## config.mk

```make
export PLATFORM = sky130hd
export DESIGN_NAME = serial_flash_erase_ctl
export DESIGN_NICKNAME = d
export VERILOG_FILES = /design/src/rtl/sfe_pkg.sv /design/src/rtl/sfe_spi_front.sv /design/src/rtl/sfe_cmd_regs.sv /design/src/rtl/sfe_erase_timer.sv /design/src/rtl/sfe_mem_array.sv /design/src/rtl/serial_flash_erase_ctl.sv
export SDC_FILE = /design/constraint.sdc
export NUM_CORES = 2
export LEC_CHECK = 0
export ABC_AREA = 1
export BUFFER_PORTS_ARGS = -buffer_cell sky130_fd_sc_hd__buf_2
export CAP_MARGIN = 20
export CORE_MARGIN = 1
export CORE_UTILIZATION = 40
export CTS_CLUSTER_SIZE = 25
export DETAILED_ROUTE_END_ITERATION = 16
export PLACE_DENSITY_LB_ADDON = 0.12
export SYNTH_ARGS = -nofsm -noshare
export SYNTH_HDL_FRONTEND = slang
export SYNTH_SLANG_ARGS = --single-unit
export TNS_END_PERCENT = 10
```

## constraint.sdc

```tcl
create_clock -name clk -period 7.46 [get_ports clk]
set_input_delay 1.119 -clock clk [delete_from_list [all_inputs] [get_ports clk]]
set_output_delay 1.119 -clock clk [all_outputs]
set_load 0.05 [all_outputs]
```

## src/rtl/sfe_pkg.sv

```systemverilog
`timescale 1ns/1ps
package sfe_pkg;

  localparam int BYTE_W = 8;
  localparam int BP_W   = 3;

  localparam logic [BYTE_W-1:0] OP_WREN = 8'h06;
  localparam logic [BYTE_W-1:0] OP_RDSR = 8'h05;
  localparam logic [BYTE_W-1:0] OP_CE_A = 8'hC7;
  localparam logic [BYTE_W-1:0] OP_CE_B = 8'h60;
  localparam int N_CE_OPS = 2;

  // Matches any of the whole-array erase opcodes.
  function automatic logic is_chip_erase(input logic [BYTE_W-1:0] op);
    logic [BYTE_W-1:0] codes [N_CE_OPS];
    logic hit;
    codes[0] = OP_CE_A;
    codes[1] = OP_CE_B;
    hit = 1'b0;
    for (int i = 0; i < N_CE_OPS; i++) begin
      if (op == codes[i]) hit = 1'b1;
    end
    return hit;
  endfunction

  // Status layout: [0] busy, [1] write-arm, [BP_W+1:2] protection, rest zero.
  function automatic logic [BYTE_W-1:0] build_status(input logic [BP_W-1:0] bp,
                                                     input logic wel,
                                                     input logic wip);
    return {{(BYTE_W-BP_W-2){1'b0}}, bp, wel, wip};
  endfunction

endpackage

```

## src/rtl/sfe_spi_front.sv

```systemverilog
`timescale 1ns/1ps
module sfe_spi_front
  import sfe_pkg::*;
(
  input  logic              clk,
  input  logic              rst,
  input  logic              cs_n,
  input  logic              sck,
  input  logic              mosi,
  input  logic [BYTE_W-1:0] status,
  output logic              miso,
  output logic              cmd_valid,
  output logic [BYTE_W-1:0] cmd_code
);

  localparam int CNT_W = $clog2(2*BYTE_W);
  localparam logic [CNT_W-1:0] CNT_BYTE = CNT_W'(BYTE_W);
  localparam logic [CNT_W-1:0] CNT_LAST = CNT_W'(2*BYTE_W-1);

  logic              cs_q;
  logic              sck_q;
  logic [CNT_W-1:0]  bit_cnt;
  logic [BYTE_W-1:0] op_sr;
  logic [BYTE_W-1:0] out_sr;
  logic              sck_rise;
  logic              sck_fall;
  logic              rd_mode;

  assign sck_rise = ~cs_n & sck & ~sck_q;
  assign sck_fall = ~cs_n & ~sck & sck_q;
  assign rd_mode  = (bit_cnt >= CNT_BYTE) && (op_sr == OP_RDSR);
  assign miso     = out_sr[BYTE_W-1];

  always_ff @(posedge clk) begin
    if (rst) begin
      cs_q      <= 1'b1;
      sck_q     <= 1'b0;
      bit_cnt   <= '0;
      op_sr     <= '0;
      out_sr    <= '0;
      cmd_valid <= 1'b0;
      cmd_code  <= '0;
    end else begin
      cs_q      <= cs_n;
      sck_q     <= sck;
      cmd_valid <= 1'b0;
      if (cs_n) begin
        bit_cnt <= '0;
        out_sr  <= '0;
        // Commit only when the select edge lands on the byte boundary.
        if (!cs_q && (bit_cnt == CNT_BYTE)) begin
          cmd_valid <= 1'b1;
          cmd_code  <= op_sr;
        end
      end else begin
        if (sck_rise) begin
          if (bit_cnt < CNT_BYTE) op_sr <= {op_sr[BYTE_W-2:0], mosi};
          if (rd_mode && (bit_cnt == CNT_LAST)) bit_cnt <= CNT_BYTE;
          else if (bit_cnt != CNT_LAST)         bit_cnt <= bit_cnt + 1'b1;
        end
        if (sck_fall) begin
          if (rd_mode && (bit_cnt == CNT_BYTE)) out_sr <= status;
          else                                  out_sr <= {out_sr[BYTE_W-2:0], 1'b0};
        end
      end
    end
  end

endmodule

```

## src/rtl/sfe_cmd_regs.sv

```systemverilog
`timescale 1ns/1ps
module sfe_cmd_regs
  import sfe_pkg::*;
(
  input  logic              clk,
  input  logic              rst,
  input  logic              cmd_valid,
  input  logic [BYTE_W-1:0] cmd_code,
  input  logic              prot_load,
  input  logic [BP_W-1:0]   prot_value,
  input  logic              wip,
  input  logic              wel_clr,
  output logic              wel,
  output logic [BP_W-1:0]   bp,
  output logic              erase_start
);

  logic cmd_is_ce;
  logic cmd_is_wren;
  logic unprotected;

  assign cmd_is_ce   = is_chip_erase(cmd_code);
  assign cmd_is_wren = (cmd_code == OP_WREN);
  assign unprotected = (bp == '0);
  assign erase_start = cmd_valid && !wip && cmd_is_ce && wel && unprotected;

  always_ff @(posedge clk) begin
    if (rst) begin
      wel <= 1'b0;
      bp  <= '0;
    end else begin
      if (wel_clr)                             wel <= 1'b0;
      else if (cmd_valid && !wip && cmd_is_wren) wel <= 1'b1;
      if (prot_load && !wip) bp <= prot_value;
    end
  end

endmodule

```

## src/rtl/sfe_erase_timer.sv

```systemverilog
`timescale 1ns/1ps
module sfe_erase_timer #(
  parameter int CYCLES = 1000
) (
  input  logic clk,
  input  logic rst,
  input  logic start,
  output logic wip,
  output logic wel_clr,
  output logic done
);

  localparam int CW = (CYCLES > 2) ? $clog2(CYCLES) : 1;
  localparam logic [CW-1:0] LOAD = CW'(CYCLES-1);

  logic [CW-1:0] cnt;

  // Last tick: write-arm drops here, busy falls on the following edge.
  assign wel_clr = wip && (cnt == CW'(1));

  always_ff @(posedge clk) begin
    if (rst) begin
      wip  <= 1'b0;
      cnt  <= '0;
      done <= 1'b0;
    end else begin
      done <= 1'b0;
      if (start && !wip) begin
        wip <= 1'b1;
        cnt <= LOAD;
      end else if (wip) begin
        if (cnt == '0) begin
          wip  <= 1'b0;
          done <= 1'b1;
        end else begin
          cnt <= cnt - 1'b1;
        end
      end
    end
  end

endmodule

```

## src/rtl/sfe_mem_array.sv

```systemverilog
`timescale 1ns/1ps
module sfe_mem_array #(
  parameter int DEPTH = 256,
  parameter int W     = 8
) (
  input  logic                     clk,
  input  logic                     rst,
  input  logic                     wipe_start,
  input  logic                     wr_en,
  input  logic [$clog2(DEPTH)-1:0] wr_addr,
  input  logic [W-1:0]             wr_data,
  input  logic [$clog2(DEPTH)-1:0] rd_addr,
  output logic [W-1:0]             rd_data
);

  localparam int AW = $clog2(DEPTH);
  localparam logic [AW-1:0] LAST = AW'(DEPTH-1);

  logic [W-1:0]  mem [DEPTH];
  logic          wipe_on;
  logic [AW-1:0] wipe_addr;
  logic          we;
  logic [AW-1:0] waddr;
  logic [W-1:0]  wdata;

  always_ff @(posedge clk) begin
    if (rst) begin
      wipe_on   <= 1'b0;
      wipe_addr <= '0;
    end else if (wipe_start) begin
      wipe_on   <= 1'b1;
      wipe_addr <= '0;
    end else if (wipe_on) begin
      if (wipe_addr == LAST) wipe_on <= 1'b0;
      else                   wipe_addr <= wipe_addr + 1'b1;
    end
  end

  // One write port shared by the wipe walker and the test port.
  always_comb begin
    we    = wipe_on | wr_en;
    waddr = wipe_on ? wipe_addr : wr_addr;
    wdata = wipe_on ? {W{1'b1}} : wr_data;
  end

  always_ff @(posedge clk) begin
    if (we) mem[waddr] <= wdata;
    rd_data <= mem[rd_addr];
  end

endmodule

```

## src/rtl/serial_flash_erase_ctl.sv

```systemverilog
`timescale 1ns/1ps
module serial_flash_erase_ctl
  import sfe_pkg::*;
#(
  parameter int MEM_DEPTH    = 256,
  parameter int ERASE_CYCLES = 1000
) (
  input  logic                         clk,
  input  logic                         rst,
  input  logic                         spi_cs_n,
  input  logic                         spi_sck,
  input  logic                         spi_mosi,
  output logic                         spi_miso,
  input  logic                         prot_load,
  input  logic [2:0]                   prot_value,
  input  logic                         tst_wr_en,
  input  logic [$clog2(MEM_DEPTH)-1:0] tst_wr_addr,
  input  logic [7:0]                   tst_wr_data,
  input  logic [$clog2(MEM_DEPTH)-1:0] tst_rd_addr,
  output logic [7:0]                   tst_rd_data,
  output logic                         wip,
  output logic                         wel,
  output logic                         erase_done
);

  if (ERASE_CYCLES < MEM_DEPTH + 2) begin : g_len_check
    $error("ERASE_CYCLES must cover the memory wipe plus two cycles");
  end

  logic              cmd_valid;
  logic [BYTE_W-1:0] cmd_code;
  logic [BYTE_W-1:0] status;
  logic [BP_W-1:0]   bp_q;
  logic              erase_start;
  logic              wel_clr;

  assign status = build_status(bp_q, wel, wip);

  sfe_spi_front u_front (
    .clk       (clk),
    .rst       (rst),
    .cs_n      (spi_cs_n),
    .sck       (spi_sck),
    .mosi      (spi_mosi),
    .status    (status),
    .miso      (spi_miso),
    .cmd_valid (cmd_valid),
    .cmd_code  (cmd_code)
  );

  sfe_cmd_regs u_regs (
    .clk         (clk),
    .rst         (rst),
    .cmd_valid   (cmd_valid),
    .cmd_code    (cmd_code),
    .prot_load   (prot_load),
    .prot_value  (prot_value),
    .wip         (wip),
    .wel_clr     (wel_clr),
    .wel         (wel),
    .bp          (bp_q),
    .erase_start (erase_start)
  );

  sfe_erase_timer #(.CYCLES(ERASE_CYCLES)) u_timer (
    .clk     (clk),
    .rst     (rst),
    .start   (erase_start),
    .wip     (wip),
    .wel_clr (wel_clr),
    .done    (erase_done)
  );

  sfe_mem_array #(.DEPTH(MEM_DEPTH), .W(BYTE_W)) u_mem (
    .clk        (clk),
    .rst        (rst),
    .wipe_start (erase_start),
    .wr_en      (tst_wr_en),
    .wr_addr    (tst_wr_addr),
    .wr_data    (tst_wr_data),
    .rd_addr    (tst_rd_addr),
    .rd_data    (tst_rd_data)
  );

endmodule

```

==> metrics.md <==
| Metric | Value |
|---|---|
| Root buffer cell | `clkbuf_16` |
| Dpl hpwl | `137000 µm` |
| Post_cts resized | `0` |
| Average cell area after synthesis | `11.7 µm²` |
| Yosys cell types | `37` |
| Routability-driven placement congestion ratio | `0.813` |
| Die Y | `466 µm` |
| Core box area | `0.213 mm²` |
| Post-Syn Instances | `7373` |
| First-pass GRT wire length | `366000 µm` |
| Sequential area share after synthesis | `73.0%` |
| Hold Vio Cnt, Final | `0` |
| Worst Setup End Kind | `flop` |
| Crit path time final | `4.46 ns` |
| # IOs | `46` |
| Clock share of power | `41.2%` |
| GRT Total Usage | `22.7%` |
| Final Slew Violations | `0` |
| Power Internal | `19.0 mW` |
| Placement-stage cell area | `0.0884 mm²` |
| CTS tree | `built` |
| Post-Syn Area | `0.0861 mm²` |
| RSZ-0062 raised after global routing | `false` |
| Pre-CTS setup slack | `2.62 ns` |
| Startpoint types | `flop` |
| Initial antenna violation count | `9` |
| PwrDens | `261 mW/mm²` |
| Drt pass-1 iters | `6` |
| Top_reg_cell synth | `edfxtp_1` |
| Port Buffer Count | `45` |
| Top cells by area, synth | `edfxtp_1 (71%), nand3_1 (12%), nand2_1 (9.5%)` |
| Fin area | `0.0949 mm²` |
| Type of the worst setup path | `reg -> reg` |
| Commonest cells in the synthesized netlist | `nand2_1 (2176), edfxtp_1 (2048), nand3_1 (2028)` |
| Hold/Removal Path Class | `reg -> reg` |
| Clock Tree Buf Depth | `3` |
| Fin util | `44.6%` |
| Grt ovf | `0` |
| Via/cell ratio | `5.42` |
| Layout cells sized above 1 | `5.99%` |
| Die W | `466 µm` |
| Logic pwr share | `6.1%` |
| Final setup margin | `3.00 ns` |
| Die Area | `0.217 mm²` |
| Worst EP required | `7.92 ns` |
| Seq pwr share | `52.7%` |
| CTS buffer count | `218` |
| Max-slew headroom | `25.5%` |
| Synthesized Nets | `7412` |
| Status | `complete, no violations` |
| DRC Markers | `0` |
| Routed WL | `250000 µm` |
| H-tree depth | `4` |
| Yosys warns | `0` |
| Largest area contributor in the netlist | `edfxtp_1` |
| Setup violators final | `0` |
| Tcrit/Tclk final | `59.8%` |
| Crit path arrival time | `4.92 ns` |
| CP Max Fanout | `21` |
| Setup Fix Bufs, Post-CTS | `0` |
| Number of synthesized flops with an enable pin | `2048` |
| Tightest Pin Transition | `1.12 ns` |
| Top cell type's share of synthesized area | `71.5%` |
| Worst skew pair latency | `0.84 ns` |
| Routed WL per cell | `24.4 µm` |
| Power, Total | `24.8 mW` |
| Share of async-settable or async-resettable flops after synthesis | `0%` |
| Switching Share | `23.1%` |
| Peak supply drop | `0.242 mV` |
| Sw power | `5.71 mW` |
| Clock Skews | `0.0239 ns` |
| Max-Cap Viols | `0` |
| CTS sink cnt | `2112` |
| Placement Rows | `169` |
| CTS Hold Bufs | `0` |
| Initial cell density of the core | `40.4%` |
| Clk slew on worst S/H paths | `0.06 ns` |
| Setup_tns | `0 ns` |
| Max Clk Rate | `224 MHz` |
| Static Leak | `32.6 nW` |
| Top-count cell post-synth | `nand2_1` |
| Area Growth Syn to Fin | `10.3%` |
| Final net count | `7282` |
| #FFs+latches synth | `2112` |
| Vias in the first global route | `53400` |
| Vias post-DR | `55600` |
| Iteration-0 DRC Markers | `5828` |
| Number of routed nets with antenna violations | `0` |
| Largest net degree at the start of global routing | `195` |
-- per-stage QoR --
stage                     cells  hold slack [ns]
after floorplan            7373            0.436
after global placement     9841            0.453
after detailed placement   9844            0.450
after CTS                 10200            0.458
after global routing      10200            0.493
final                     10200            0.471
-- flip-flops by register name, summed over array words and instances (netlist names), 3 cells and up --
name / cells
u_front.op_sr: 8
u_front.bit_cnt: 4
u_mem.mem: 2048
u_mem.rd_data: 8
u_mem.wipe_addr: 8
u_timer.cnt: 10
u_front.out_sr: 8
u_front.cmd_code: 8
u_regs.bp: 3
-- routing by layer --
metal	up-vias	wire length (µm)	GRT usage (%)
met5	-	68	0
met4	10	6820	6.51
met3	358	14300	3.09
met2	1698	116000	36.0
met1	27600	113000	32.7
li1	25800	-	-
-- worst max-delay path, stage by stage (launching register included) --
cell     delay, ns
dfxtp_1       0.85
nor2_1        0.15
nor2_1        0.45
inv_1         0.11
nor2_1        0.76
nand2_1       0.87
nor2_1        0.86
-- power groups by stage --
stage | Sequential (mW) | Clock (mW) | Combinational (mW)
CTS | 13.1 | 10.4 | 1.51
detailed placement | 13.3 | 0 | 1.50
finish | 13.1 | 10.2 | 1.50
floorplan | 13.3 | 0 | 0.887
global route | 13.0 | 10.8 | 1.62
global placement | 13.3 | 0 | 1.50
-- path summary, 6_finish.rpt --
check | from | to | slack (ns) | depth (start not counted)
max | u_mem.wipe_on$_SDFF_PP0_ | u_mem.mem[112][5]$_DFFE_PP_ | 3.00 | 6
min | u_front.out_sr[6]$_SDFFE_PP0P_ | u_front.out_sr[7]$_SDFFE_PP0P_ | 0.47 | 2
max reg2reg | u_mem.wipe_on$_SDFF_PP0_ | u_mem.mem[112][5]$_DFFE_PP_ | 3.00 | 6
min reg2reg | u_front.out_sr[6]$_SDFFE_PP0P_ | u_front.out_sr[7]$_SDFFE_PP0P_ | 0.47 | 2
-- layout make-up --
type / instances / area [µm²]
flip-flops and latches: 2112 / 62800
multi-input cells: 4671 / 20400
well taps: 2821 / 3530
fillers: 19600 / 118000
repair buffers: 139 / 1210
diodes: 2 / 5.00
clock inverters: 113 / 713
inverters: 101 / 413
clock buffers: 289 / 5830
-- placed cells by master (no fill, tap or decap), drive strengths merged, types with 19 or more instances in the layout --
| cell | n |
|---|---|
| o21ai | 35 |
| clkinv | 93 |
| inv | 108 |
| nor2 | 318 |
| nand3 | 2029 |
| dfxtp | 64 |
| nor3 | 19 |
| edfxtp | 2048 |
| buf | 139 |
| clkbuf | 289 |
| a21oi | 37 |
| nand2 | 2177 |
-- cells by family after synthesis --
logic type / share of synthesized area, %
and+or+nand+nor: 23.0
buffers and inverters: 3.34
DFF: 73.0
adders and majority gates: 0.0727
AOI/OAI and AO/OA: 0.566
xor gates and xnor gates: 0.0509
Note: power is estimated with default switching activity, not from simulation.
